--- src/rtl/bfly_pkg.sv ---
package bfly_pkg;

   typedef enum logic {
      ORD_LSB_FIRST = 1'b0,
      ORD_MSB_FIRST = 1'b1
   } bit_order_e;

   // output port reached from input side in_side when the cross edge is (not) taken
   function automatic logic dest_port(input logic in_side, input logic take_cross);
      return in_side ^ take_cross;
   endfunction

endpackage

--- src/rtl/bfly_tag_pick.sv ---
module bfly_tag_pick
   import bfly_pkg::*;
#(
   parameter int         ADDR_W = 4,
   parameter int         SIDX_W = 2,
   parameter bit_order_e ORDER  = ORD_LSB_FIRST
) (
   input  logic [ADDR_W-1:0] src,
   input  logic [ADDR_W-1:0] dst,
   input  logic [SIDX_W-1:0] stage_idx,
   output logic              take_cross
);
   logic [ADDR_W-1:0] tag;
   logic [ADDR_W-1:0] tag_ord;

   assign tag = src ^ dst;

   generate
      if (ORDER == ORD_LSB_FIRST) begin : g_lsb
         assign tag_ord = tag;
      end else begin : g_msb
         for (genvar b = 0; b < ADDR_W; b++) begin : g_rev
            assign tag_ord[b] = tag[ADDR_W-1-b];
         end
      end
   endgenerate

   always_comb begin
      take_cross = 1'b0;
      for (int k = 0; k < ADDR_W; k++) begin
         if (int'(stage_idx) == k) take_cross = tag_ord[k];
      end
   end
endmodule

--- src/rtl/bfly_hdr_slot.sv ---
module bfly_hdr_slot #(
   parameter int HDR_W = 16
) (
   input  logic             clk,
   input  logic             rst_n,
   input  logic             in_vld,
   input  logic [HDR_W-1:0] in_hdr,
   input  logic             drain,
   output logic             in_rdy,
   output logic             slot_vld,
   output logic [HDR_W-1:0] slot_hdr
);
   assign in_rdy = !slot_vld || drain;

   always_ff @(posedge clk or negedge rst_n) begin
      if (!rst_n) begin
         slot_vld <= 1'b0;
         slot_hdr <= '0;
      end else begin
         if (in_vld && in_rdy) begin
            slot_vld <= 1'b1;
            slot_hdr <= in_hdr;
         end else if (drain) begin
            slot_vld <= 1'b0;
         end
      end
   end
endmodule

--- src/rtl/bfly_pair_arb.sv ---
module bfly_pair_arb
   import bfly_pkg::*;
#(
   parameter int HDR_W = 16
) (
   input  logic [1:0]       slot_vld,
   input  logic [1:0]       take_cross,
   input  logic [HDR_W-1:0] hdr0,
   input  logic [HDR_W-1:0] hdr1,
   output logic [1:0]       drain,
   output logic [1:0]       out_vld,
   output logic [HDR_W-1:0] out_hdr0,
   output logic [HDR_W-1:0] out_hdr1,
   output logic             clash
);
   logic [1:0]       want;
   logic [HDR_W-1:0] sel_hdr [2];

   assign want[0] = dest_port(1'b0, take_cross[0]);
   assign want[1] = dest_port(1'b1, take_cross[1]);

   // input 0 has fixed priority
   assign clash    = slot_vld[0] && slot_vld[1] && (want[0] == want[1]);
   assign drain[0] = slot_vld[0];
   assign drain[1] = slot_vld[1] && !clash;

   generate
      for (genvar p = 0; p < 2; p++) begin : g_port
         logic from0;
         logic from1;
         assign from0      = drain[0] && (want[0] == 1'(p));
         assign from1      = drain[1] && (want[1] == 1'(p));
         assign out_vld[p] = from0 || from1;
         assign sel_hdr[p] = from0 ? hdr0 : (from1 ? hdr1 : '0);
      end
   endgenerate

   assign out_hdr0 = sel_hdr[0];
   assign out_hdr1 = sel_hdr[1];
endmodule

--- src/rtl/bfly_sw2.sv ---
module bfly_sw2
   import bfly_pkg::*;
#(
   parameter int         ADDR_W    = 4,
   parameter int         PAYLOAD_W = 8,
   parameter bit_order_e ORDER     = ORD_LSB_FIRST,
   localparam int        HDR_W     = 2*ADDR_W + PAYLOAD_W,
   localparam int        SIDX_W    = (ADDR_W > 1) ? $clog2(ADDR_W) : 1
) (
   input  logic              clk,
   input  logic              rst_n,
   input  logic [SIDX_W-1:0] stage_idx,
   input  logic [1:0]        in_vld,
   input  logic [HDR_W-1:0]  in_hdr0,
   input  logic [HDR_W-1:0]  in_hdr1,
   output logic [1:0]        in_rdy,
   output logic [1:0]        out_vld,
   output logic [HDR_W-1:0]  out_hdr0,
   output logic [HDR_W-1:0]  out_hdr1,
   output logic              blocked
);
   generate
      if (ADDR_W < 1 || ADDR_W > 16) begin : g_bad_addr
         $error("bfly_sw2: ADDR_W must lie in 1..16");
      end
      if (PAYLOAD_W < 1) begin : g_bad_pay
         $error("bfly_sw2: PAYLOAD_W must be at least 1");
      end
   endgenerate

   logic [HDR_W-1:0] in_hdr [2];
   logic [HDR_W-1:0] slot_hdr [2];
   logic [1:0]       slot_vld;
   logic [1:0]       take_cross;
   logic [1:0]       drain;

   assign in_hdr[0] = in_hdr0;
   assign in_hdr[1] = in_hdr1;

   generate
      for (genvar i = 0; i < 2; i++) begin : g_in
         bfly_hdr_slot #(.HDR_W(HDR_W)) i_slot (
            .clk      (clk),
            .rst_n    (rst_n),
            .in_vld   (in_vld[i]),
            .in_hdr   (in_hdr[i]),
            .drain    (drain[i]),
            .in_rdy   (in_rdy[i]),
            .slot_vld (slot_vld[i]),
            .slot_hdr (slot_hdr[i])
         );

         bfly_tag_pick #(.ADDR_W(ADDR_W), .SIDX_W(SIDX_W), .ORDER(ORDER)) i_tag (
            .src        (slot_hdr[i][ADDR_W-1:0]),
            .dst        (slot_hdr[i][2*ADDR_W-1:ADDR_W]),
            .stage_idx  (stage_idx),
            .take_cross (take_cross[i])
         );
      end
   endgenerate

   bfly_pair_arb #(.HDR_W(HDR_W)) i_arb (
      .slot_vld   (slot_vld),
      .take_cross (take_cross),
      .hdr0       (slot_hdr[0]),
      .hdr1       (slot_hdr[1]),
      .drain      (drain),
      .out_vld    (out_vld),
      .out_hdr0   (out_hdr0),
      .out_hdr1   (out_hdr1),
      .clash      (blocked)
   );
endmodule

--- config.mk ---
export PLATFORM = sky130hd
export DESIGN_NAME = bfly_sw2
export DESIGN_NICKNAME = d
export VERILOG_FILES = /design/src/rtl/bfly_pkg.sv /design/src/rtl/bfly_tag_pick.sv /design/src/rtl/bfly_hdr_slot.sv /design/src/rtl/bfly_pair_arb.sv /design/src/rtl/bfly_sw2.sv
export SDC_FILE = /design/constraint.sdc
export NUM_CORES = 1
export LEC_CHECK = 0
export ABC_AREA = 1
export BUFFER_PORTS_ARGS = -buffer_cell sky130_fd_sc_hd__buf_2
export CAP_MARGIN = 10
export CORE_UTILIZATION = 45
export DETAILED_ROUTE_END_ITERATION = 8
export GPL_ROUTABILITY_DRIVEN = 1
export GPL_TIMING_DRIVEN = 0
export PLACE_DENSITY = 0.73
export SYNTH_ARGS = -nofsm -noshare
export SYNTH_HDL_FRONTEND = slang
export SYNTH_SLANG_ARGS = --single-unit
--- constraint.sdc ---
create_clock -name clk -period 1.65 [get_ports clk]
set_clock_uncertainty 0.15 [all_clocks]
set_input_delay 0.33 -clock clk [delete_from_list [all_inputs] [get_ports clk]]
set_output_delay 0.33 -clock clk [all_outputs]
set_load 0.05 [all_outputs]
# Yosys cells after proc, flatten, opt, wreduce, memory -nomap -nowiden
# Index checks and enable logic that the tools add are counted.
[word_totals] in_bits=38 wordCells=42 mem_count=0 latchBits=0 reg_bits=34 output_inout_bits=37 romBits=0 ramBits=0
[classes] bitwise_logic=4 reduce_logical=15 multipliers=0 addsub=0 n_shift=0 div_mod_pow=0 n_eq_ne=4 muxes=15 order_cmp=0
[ops] operator="$mux W16" count=4
[ops] operator="$mux W1" count=11
[ops] operator="$logic_and A1 B1 Y1" count=8
[ops] operator="$xor A4 B4 Y4" count=2
[ops] operator="$eq A2 B2 Y1 const B" count=2
[ops] operator="$logic_or A1 B1 Y1" count=3
[ops] operator="$eq A2 B1 Y1 const B" count=1
[ops] operator="$logic_not A1 Y1" count=2
[ops] operator="$logic_not A2 Y1" count=1
[ops] operator="$not A1 Y1" count=2
[ops] operator="$reduce_bool A2 Y1" count=1
[ops] operator="$eq A1 B1 Y1" count=1

# Logic depth before layout (Yosys ltp)
# Gate-level depths: netlist of run 1.
[depth] word_depth=13 ltp_mapped=12 ltp_nobuf=11

# Hierarchy
# Synthesis of run 1 repeated with hierarchy kept, for this count alone.
[unflattened] cells_unflattened=314 hier_area_um2=2188.3
[modules_own_cells] module="bfly_hdr_slot" cells_each=73 area_per_inst_um2=714.4 instances=2 seq_area_each_um2=425.4
[modules_own_cells] module="bfly_pair_arb" cells_each=114 area_per_inst_um2=529.3 instances=1 seq_area_each_um2=0.0
[modules_own_cells] module="bfly_tag_pick" cells_each=27 area_per_inst_um2=115.1 instances=2 seq_area_each_um2=0.0

# Worst setup path after synthesis of run 1
# OpenSTA, ideal clock, no wires.
[synth_path] kind="register to output" start="reg g_in[0].i_slot.slot_hdr[4]" end="out out_hdr0[10]" path_stages_with_launch=9 path_buffers=1 slack_ns=-1.038 t_required_ns=1.170 t_arrival_ns=2.208 path_cell_list="dfrtp_1 > inv_1 > nand2_1 > nand3_2 > nand2_4 > nor2_8 > o211ai_4 > buf_2 > o21ai_0"
[synth_between] elab_chain_len=12 word_cells_on_any_way=14 cone_classes="1 x eq/ne; 6 x mux; 2 x bitwise; 5 x reduce/logical"
[synth_lines] item="from (decl)" line_no="bfly_hdr_slot.sv:11" rtl="output logic [HDR_W-1:0] slot_hdr"
[synth_lines] item="from (signal assigned)" line_no="bfly_hdr_slot.sv:22" rtl="slot_hdr <= in_hdr;"
[synth_lines] item="$xor A4 B4 Y4 (*)" line_no="bfly_tag_pick.sv:16" rtl="assign tag = src ^ dst;"
[synth_lines] item="$mux W1 (*) (4 in a row)" line_no="bfly_tag_pick.sv:31" rtl="if (int'(stage_idx) == k) take_cross = tag_ord[k];"
[synth_lines] item="$eq A1 B1 Y1" line_no="bfly_pair_arb.sv:23" rtl="assign clash = slot_vld[0] && slot_vld[1] && (want[0] == want[1]);"
[synth_lines] item="$logic_and A1 B1 Y1" line_no="bfly_pair_arb.sv:23"
[synth_lines] item="$logic_not A1 Y1" line_no="bfly_pair_arb.sv:25" rtl="assign drain[1] = slot_vld[1] && !clash;"
[synth_lines] item="$logic_and A1 B1 Y1" line_no="bfly_pair_arb.sv:25"
[synth_lines] item="$logic_and A1 B1 Y1" line_no="bfly_pair_arb.sv:32" rtl="assign from1 = drain[1] && (want[1] == 1'(p));"
[synth_lines] item="$mux W16" line_no="bfly_pair_arb.sv:34" rtl="assign sel_hdr[p] = from0 ? hdr0 : (from1 ? hdr1 : '0);"
[synth_lines] item="$mux W16 (*)" line_no="bfly_pair_arb.sv:34"
[synth_lines] item="to (decl)" line_no="bfly_sw2.sv:18" rtl="output logic [HDR_W-1:0] out_hdr0,"
# Mark *: on every way between the ends. The rest lies on a longest branch, timed or not.

# Worst setup path after layout of run 1
[layout_path] start="reg g_in[0].i_slot.slot_hdr[3]" end="out out_hdr0[1]"
[layout_between] elab_chain_len=9 word_cells_on_any_way=11 cone_classes="1 x eq/ne; 3 x mux; 2 x bitwise; 5 x reduce/logical"
[layout_lines] item="$xor A4 B4 Y4 (*)" line_no="bfly_tag_pick.sv:16"
[layout_lines] item="$mux W1 (*)" line_no="bfly_tag_pick.sv:31"
[layout_lines] item="$eq A1 B1 Y1" line_no="bfly_pair_arb.sv:23"
[layout_lines] item="$logic_and A1 B1 Y1" line_no="bfly_pair_arb.sv:23"
[layout_lines] item="$logic_not A1 Y1" line_no="bfly_pair_arb.sv:25"
[layout_lines] item="$logic_and A1 B1 Y1" line_no="bfly_pair_arb.sv:25"
[layout_lines] item="$logic_and A1 B1 Y1" line_no="bfly_pair_arb.sv:32"
[layout_lines] item="$mux W16" line_no="bfly_pair_arb.sv:34"
[layout_lines] item="$mux W16 (*)" line_no="bfly_pair_arb.sv:34"
# Marks and branches as above.

==> impl_metrics.tcl, run 1 <==
set metrics [dict create \
    global_route.usage.total 0.304 \
    part_of_the_cycle_the_worst_path_needs 1.53 \
    min_path_type "in -> reg" \
    die_h_um 70.8 \
    path_max_fanout 6 \
    synth_largest_type_area_fraction 0.400 \
    cap_viol_max_count 0 \
    min_from "in_vld[0]" \
    io_pins 75 \
    pin_count_of_the_biggest_net_entering_global_routing 35 \
    total_power_mw 4.57 \
    fmaxAchievable_mhz 397 \
    synth_cells 281 \
    post-route-cell-area_mm2 0.00413 \
    clk-insertion-delay-late_ns 0.30 \
    detailed_placer_s_ending_hpwl_um 4150 \
    drt-wirelength-per-cell_um 21.4 \
    netlist_top_cells_area "dfrtp_1 40%, nand2_1 15%, o21ai_0 7.5%" \
    synth_async_sr_flop_share 1.00 \
    grt_pass1_wl_um 11500 \
    synth-seq-cells 34 \
    ys_dominant_reg_cell "dfrtp_1" \
    layout.cells.non_filler 461 \
    worstSetupStartpointType "flip-flop" \
    cellPowerDensity_mw_per_mm2 1110 \
    postRouteWirelength_um 9840 \
    library_cell_with_the_largest_summed_area_after_synthesis "dfrtp_1" \
    worstRegToRegCells 15 \
    gp_routability_congestion 0.807 \
    numCtsBuffers 5 \
    timing_worst_slew_pin_value_ns 0.823 \
    areaGrowthSynthToFinish_pct 93.9 \
    finalHoldViolations 0 \
    synth.top_cells.by_count "84 x nand2_1, 35 x inv_1, 34 x dfrtp_1, 32 x o21ai_0, 18 x nor2_1" \
    grt_setup_unrepaired "yes" \
    worst_setup_path_end_kind "output pin" \
    leakagePower_nw 2.07 \
    worst_ep_required_time_ns 1.17 \
    cp_slowest_stage_delay_ns 0.42 \
    max-clock-path-buffers 2 \
    fp.coreArea_mm2 0.00444 \
    rrSetupSlack_ns -0.46 \
    placed_cells_incl_taps 405 \
    detail_route.iter0.violations 234 \
    antenna_diode_count 0 \
    grt_remaining_overflow 0 \
    seq_area_frac_synth 0.400 \
    number_of_setup_violations_in_the_final_report 54 \
    critical_path_arrival_ns 2.04 \
    dpl_cell_area_mm2 0.00288 \
    hold_end "g_in[0].i_slot.slot_vld$_DFF_PN0_" \
    die_x_um 70.8 \
    worst_path_most_repeated_cell "buf_6" \
    synthesis.nets 319 \
    n_fill_cell 153 \
    crit_family "simple AND/OR/NAND/NOR gates" \
    critical_path_class "reg -> out" \
    start_util 0.479 \
    clk_pin_slew_ns 0.08 \
    syn_avg_cell_area_um2 7.58 \
    syn-cell-area_mm2 0.00213 \
    synth-warning-count 0 \
    synth_enable_flop_cells 0 \
    std_cell_rows 24 \
    num-nets-final 446 \
    whs_path_depth 1 \
    post-route-drc-count 12 \
    clock_tree_from_tritoncts "built" \
    outcome "complete, but fails checks" \
    cts-root-buf "clkbuf_8" \
    port-buffer-count 72 \
    final_antenna_net_count 0 \
    die_area_mm2 0.00501 \
    clock_tree.htree_level_count 2 \
    finalCriticalPeriod_ns 2.52 \
    antenna_found_initial 0 \
    vias_in_the_first_global_route 2359 \
    crit-reg2reg-capture "g_in[1].i_slot.slot_hdr[2]$_DFFE_PN0P_" \
    worst_r2r_startpoint "g_in[0].i_slot.slot_hdr[3]$_DFFE_PN0P_" \
    synthMostInstantiatedCell "nand2_1" \
    num_vias 2642 \
    viasPerCell 5.73 \
    yosys.cell_types.count 29 \
    post_route_cells_drive_above_1_share 0.645 \
    failed_checks "DRC, setup timing" \
    drtPass1Iterations 7 \
    max_slew_margin 0.452 \
    timing.final.ws_setup_ns -0.867 \
    cell_chain_of_the_critical_path "inv_2, nand2_1, nand3_2, nand2_4, nor2_8, buf_6, nor2_4, buf_6, nand2_1, o21ai_2, buf_6" \
    cp.buffers_inverters 4 \
    max-vdd-ir-drop_mv 0.867 \
    cts_sinks 34 \
    timing.critical_path.slowest_stage_cell "dfrtp_1" \
    final_max_slew_violation_count 0 \
]
-- layout by cell type, fill, tap and decap left out, types with 4 or more instances in the layout --
| cell type | count |
|---|---|
| nor2_2 | 7 |
| nor2_4 | 5 |
| buf_4 | 20 |
| inv_1 | 22 |
| o21ai_2 | 8 |
| o21bai_4 | 15 |
| o21ai_4 | 9 |
| inv_4 | 4 |
| buf_12 | 4 |
| clkbuf_8 | 6 |
| nor2_1 | 9 |
| buf_6 | 55 |
| inv_2 | 14 |
| buf_8 | 10 |
| nand2_4 | 15 |
| nand3_2 | 24 |
| nand2_1 | 61 |
| o21ai_0 | 16 |
| nand2_2 | 14 |
| dfrtp_1 | 31 |
| buf_2 | 36 |
-- kinds of logic (layout without fill, tap and decap cells) --
family | count (synthesis) | in the layout | synth area share
and+or+nand+nor | 140 | 140 | 0.327
buffers and inverters | 55 | 183 | 0.122
AOI/OAI and AO/OA | 51 | 51 | 0.150
DFF | 34 | 34 | 0.400
other | 1 | 1 | 0.00176
-- layout make-up --
| cell class | instances | area (µm²) | share of cell area |
|---|---|---|---|
| multi-input combinational | 192 | 1590 | 0.385 |
| inverter | 41 | 168 | 0.0406 |
| clock buffer | 6 | 82.6 | 0.0200 |
| buffer | 14 | 161 | 0.0391 |
| timing repair buffer | 120 | 1150 | 0.278 |
| tap | 52 | 65.1 | 0.0158 |
| clock inverter | 2 | 60.1 | 0.0145 |
| sequential | 34 | 855 | 0.207 |
-- report_power, final --
part / switching, mW / internal [mW] / leakage [nW]
clock network: 0.361 / 0.645 / 0.0714
logic: 1.48 / 1.03 / 1.59
registers: 0.114 / 0.942 / 0.410
total: 1.96 / 2.62 / 2.07
-- layer usage --
layer  up-vias  wire length (µm)  track usage  share of wire
met5         -                 0            0              0
met4         0               487        0.104          0.049
met3        48               713       0.0598          0.072
met2       159              5140        0.558           0.52
met1      1297              3500        0.355           0.36
li1       1138                 -            -              -
-- per-stage QoR --
stage                     worst slack (ns)   util  setup TNS (ns)  hold WS, ns
final                               -0.867  0.929          -34.98       0.0556
after detailed placement            -0.759  0.649          -24.74        0.308
after global placement              -0.770  0.649          -25.11        0.306
after CTS                           -0.718  0.820          -25.47       0.0505
after global routing                -0.900  0.929          -36.40       0.0514
after floorplan                     -0.380      -          -12.47       -0.116
-- sequential cells by signal, indices dropped and copies added, names as in the netlist --
signal	count
g_in.i_slot.slot_hdr	32
g_in.i_slot.slot_vld	2
-- repair_timing --
item | in CTS | in global routing
endpoints found under the setup margin | 49 | 53
gates resized for setup | 116 | 77
endpoints found under the hold margin | 16 | 0
setup buffers | 25 | 18
cloned | 2 | 4
pin swaps | 9 | 26
hold buffers | 1 | 0
-- how the worst max path moves through the flow --
| stage | from | end | slack (ns) | cells past startpoint |
|---|---|---|---|---|
| 6_report | g_in[0].i_slot.slot_hdr[3]$_DFFE_PN0P_ | out_hdr0[1] | -0.87 | 11 |
| 5_1_grt | g_in[0].i_slot.slot_hdr[3]$_DFFE_PN0P_ | out_hdr0[1] | -0.90 | 11 |
| 4_1_cts | g_in[0].i_slot.slot_hdr[5]$_DFFE_PN0P_ | out_hdr0[2] | -0.72 | 9 |
| 3_5_place_dp | stage_idx[1] | out_hdr0[10] | -0.76 | 11 |
| 3_3_place_gp | stage_idx[1] | out_vld[0] | -0.77 | 10 |
| 2_1_floorplan | g_in[1].i_slot.slot_hdr[6]$_DFFE_PN0P_ | out_hdr1[0] | -0.38 | 8 |
(Power assumes the default switching activity.)
==> run 2, diff against run 1 <==
- CELL_PAD_IN_SITES_DETAIL_PLACEMENT: unset -> 1
- CELL_PAD_IN_SITES_GLOBAL_PLACEMENT: unset -> 2
- CORE_UTILIZATION: 45 -> 24
- PLACE_DENSITY: 0.73 -> 0.72
==> impl_metrics.tcl, run 2 (synthesized netlist as in run 1, its figures left out) <==
set metrics [dict create \
    outcome "complete, but fails checks" \
    failed_checks "hold timing, setup timing" \
    global_route.usage.total 0.178 \
    layout.cells.non_filler 510 \
    post-route-drc-count 0 \
    fin_worst_hold_slack_ns -0.00307 \
    num_vias 2321 \
    cell_chain_of_the_critical_path "inv_2, nand2_2, nand3_2, nand2_4, nor2_8, nand2_8, clkbuf_16, nor2_2, o21bai_4, buf_8" \
    gp_routability_congestion 0.768 \
    timing_worst_slew_pin_value_ns 0.851 \
    placed_cells_incl_taps 458 \
    n_fill_cell 962 \
    max-clock-path-buffers 2 \
    pre_cts_slack_ns -0.878 \
    cts_sinks 34 \
    top_regs "g_in.i_slot.slot_hdr (32), g_in.i_slot.slot_vld (2)" \
    clock_tree.htree_level_count 2 \
    grt_setup_unrepaired "yes" \
    worst_r2r_startpoint "g_in[0].i_slot.slot_hdr[0]$_DFFE_PN0P_" \
    drtPass1Iterations 4 \
    viasPerCell 4.55 \
    number_of_setup_violations_in_the_final_report 53 \
    number_of_flip_flops_under_the_largest_register_name 32 \
    fmaxAchievable_mhz 418 \
    numCtsBuffers 5 \
    cp.buffers_inverters 3 \
    max_slew_margin 0.433 \
    antenna_diode_count 0 \
    finalHoldViolations 10 \
    grt_use_met2 0.310 \
    cts.hold.buffers_added 0 \
    crit-reg2reg-capture "g_in[1].i_slot.slot_hdr[7]$_DFFE_PN0P_" \
    die_x_um 96.2 \
    timing.critical_path.slowest_stage_cell "dfrtp_1" \
    crit_family "simple AND/OR/NAND/NOR gates" \
    post_route_cells_drive_above_1_share 0.647 \
    grt_pass1_wl_um 12100 \
    finalCriticalPeriod_ns 2.39 \
    drt-wirelength-per-cell_um 16.1 \
    start_util 0.254 \
    cellPowerDensity_mw_per_mm2 1010 \
    cts-root-buf "clkbuf_8" \
    worst_ep_required_time_ns 1.17 \
    path_max_fanout 6 \
    areaGrowthSynthToFinish_pct 94.1 \
    part_of_the_cycle_the_worst_path_needs 1.45 \
    critical_path_class "reg -> out" \
    layout_commonest_cell "nand2_1" \
    pin_count_of_the_biggest_net_entering_global_routing 35 \
    fp.coreArea_mm2 0.00838 \
    grt.met1_usage 0.222 \
    final_max_slew_violation_count 0 \
    leakagePower_nw 1.97 \
    port-buffer-count 72 \
    grt_most_used_layer "met2" \
    die_h_um 96.2 \
    max-vdd-ir-drop_mv 0.447 \
    detailed_placer_s_ending_hpwl_um 5270 \
    clk-insertion-delay-late_ns 0.29 \
    most_frequent_cells_in_the_layout "54 x nand2_1, 37 x buf_2, 35 x buf_6" \
    postRouteWirelength_um 8220 \
    worstRegToRegCells 12 \
    die_area_mm2 0.00925 \
    num-nets-final 442 \
    final_antenna_net_count 0 \
    worstSetupStartpointType "flip-flop" \
    cp_slowest_stage_delay_ns 0.42 \
    vias_in_the_first_global_route 2362 \
    critical_path_arrival_ns 1.91 \
    antenna_found_initial 0 \
    grt_util_met3 0.0411 \
    clk_pin_slew_ns 0.07 \
    io_pins 75 \
    clock_tree_from_tritoncts "built" \
    detail_route.iter0.violations 76 \
    worst_setup_path_end_kind "output pin" \
    cap_viol_max_count 0 \
    rrSetupSlack_ns -0.20 \
    timing.final.ws_setup_ns -0.741 \
    largest-register "g_in.i_slot.slot_hdr" \
    grt_remaining_overflow 0 \
    std_cell_rows 33 \
    min_path_type "in -> async" \
]
-- run 2: layer usage --
| metal | wire length [µm] | share of wire | up-vias |
|---|---|---|---|
| met5 | 0 | 0 | - |
| met4 | 57 | 0.0069 | 0 |
| met3 | 382 | 0.046 | 7 |
| met2 | 4310 | 0.52 | 61 |
| met1 | 3470 | 0.42 | 1119 |
| li1 | - | - | 1134 |
-- run 2: worst max-delay path by stage --
stage | start | to | slack (ns) | cells after the start
after CTS | g_in[0].i_slot.slot_hdr[1]$_DFFE_PN0P_ | out_hdr0[6] | -0.73 | 9
after global placement | stage_idx[1] | out_hdr0[14] | -0.85 | 11
after floorplan | g_in[1].i_slot.slot_hdr[6]$_DFFE_PN0P_ | out_hdr1[0] | -0.38 | 8
after global routing | g_in[0].i_slot.slot_hdr[0]$_DFFE_PN0P_ | out_hdr1[13] | -0.83 | 10
final | g_in[0].i_slot.slot_hdr[0]$_DFFE_PN0P_ | out_hdr1[1] | -0.74 | 10
after detailed placement | stage_idx[1] | out_hdr0[14] | -0.88 | 11
-- run 2: repair_timing --
| item | in CTS | in global routing |
|---|---|---|
| endpoints found under the setup margin | 53 | 53 |
| endpoints found under the hold margin | 0 | 0 |
| buffers inserted | 30 | 11 |
| pin swaps | 14 | 10 |
| resized for setup | 144 | 54 |
| gates cloned | 3 | 2 |
-- run 2: stage by stage --
stage	area [µm²]	TNS, ns	util	power (mW)
after global routing	4130	-32.81	0.493	4.37
final	4130	-28.62	0.493	4.17
after global placement	2950	-28.41	0.352	2.69
after CTS	3810	-26.33	0.455	3.96
after detailed placement	2950	-28.55	0.352	2.71
after floorplan	2460	-12.47	-	2.33
-- run 2: cell type report --
class                      instances  area, µm²  area share
buffer                            14        166      0.0403
clock buffer                       7       86.3      0.0209
inverter                          41        163      0.0393
sequential                        34        852       0.206
clock inverter                     1       5.00     0.00121
tap                              105        131      0.0318
multi-input combinational        193       1670       0.404
timing repair buffer             115       1060       0.257
-- run 2: where the power goes --
part | internal (mW) | switching (mW)
clock network | 0.338 | 0.347
logic | 1.00 | 1.42
registers | 0.942 | 0.115
total | 2.28 | 1.89
-- run 2: worst register-to-register path: stages, from the launching register on --
cell	delay, ns
dfrtp_1	0.42
inv_2	0.10
nand2_2	0.06
nand3_2	0.09
nand2_4	0.09
nor2_8	0.23
nand2_4	0.07
nand3_4	0.08
buf_6	0.12
nand2_8	0.08
buf_8	0.19
nand2_2	0.05
nand2_1	0.04
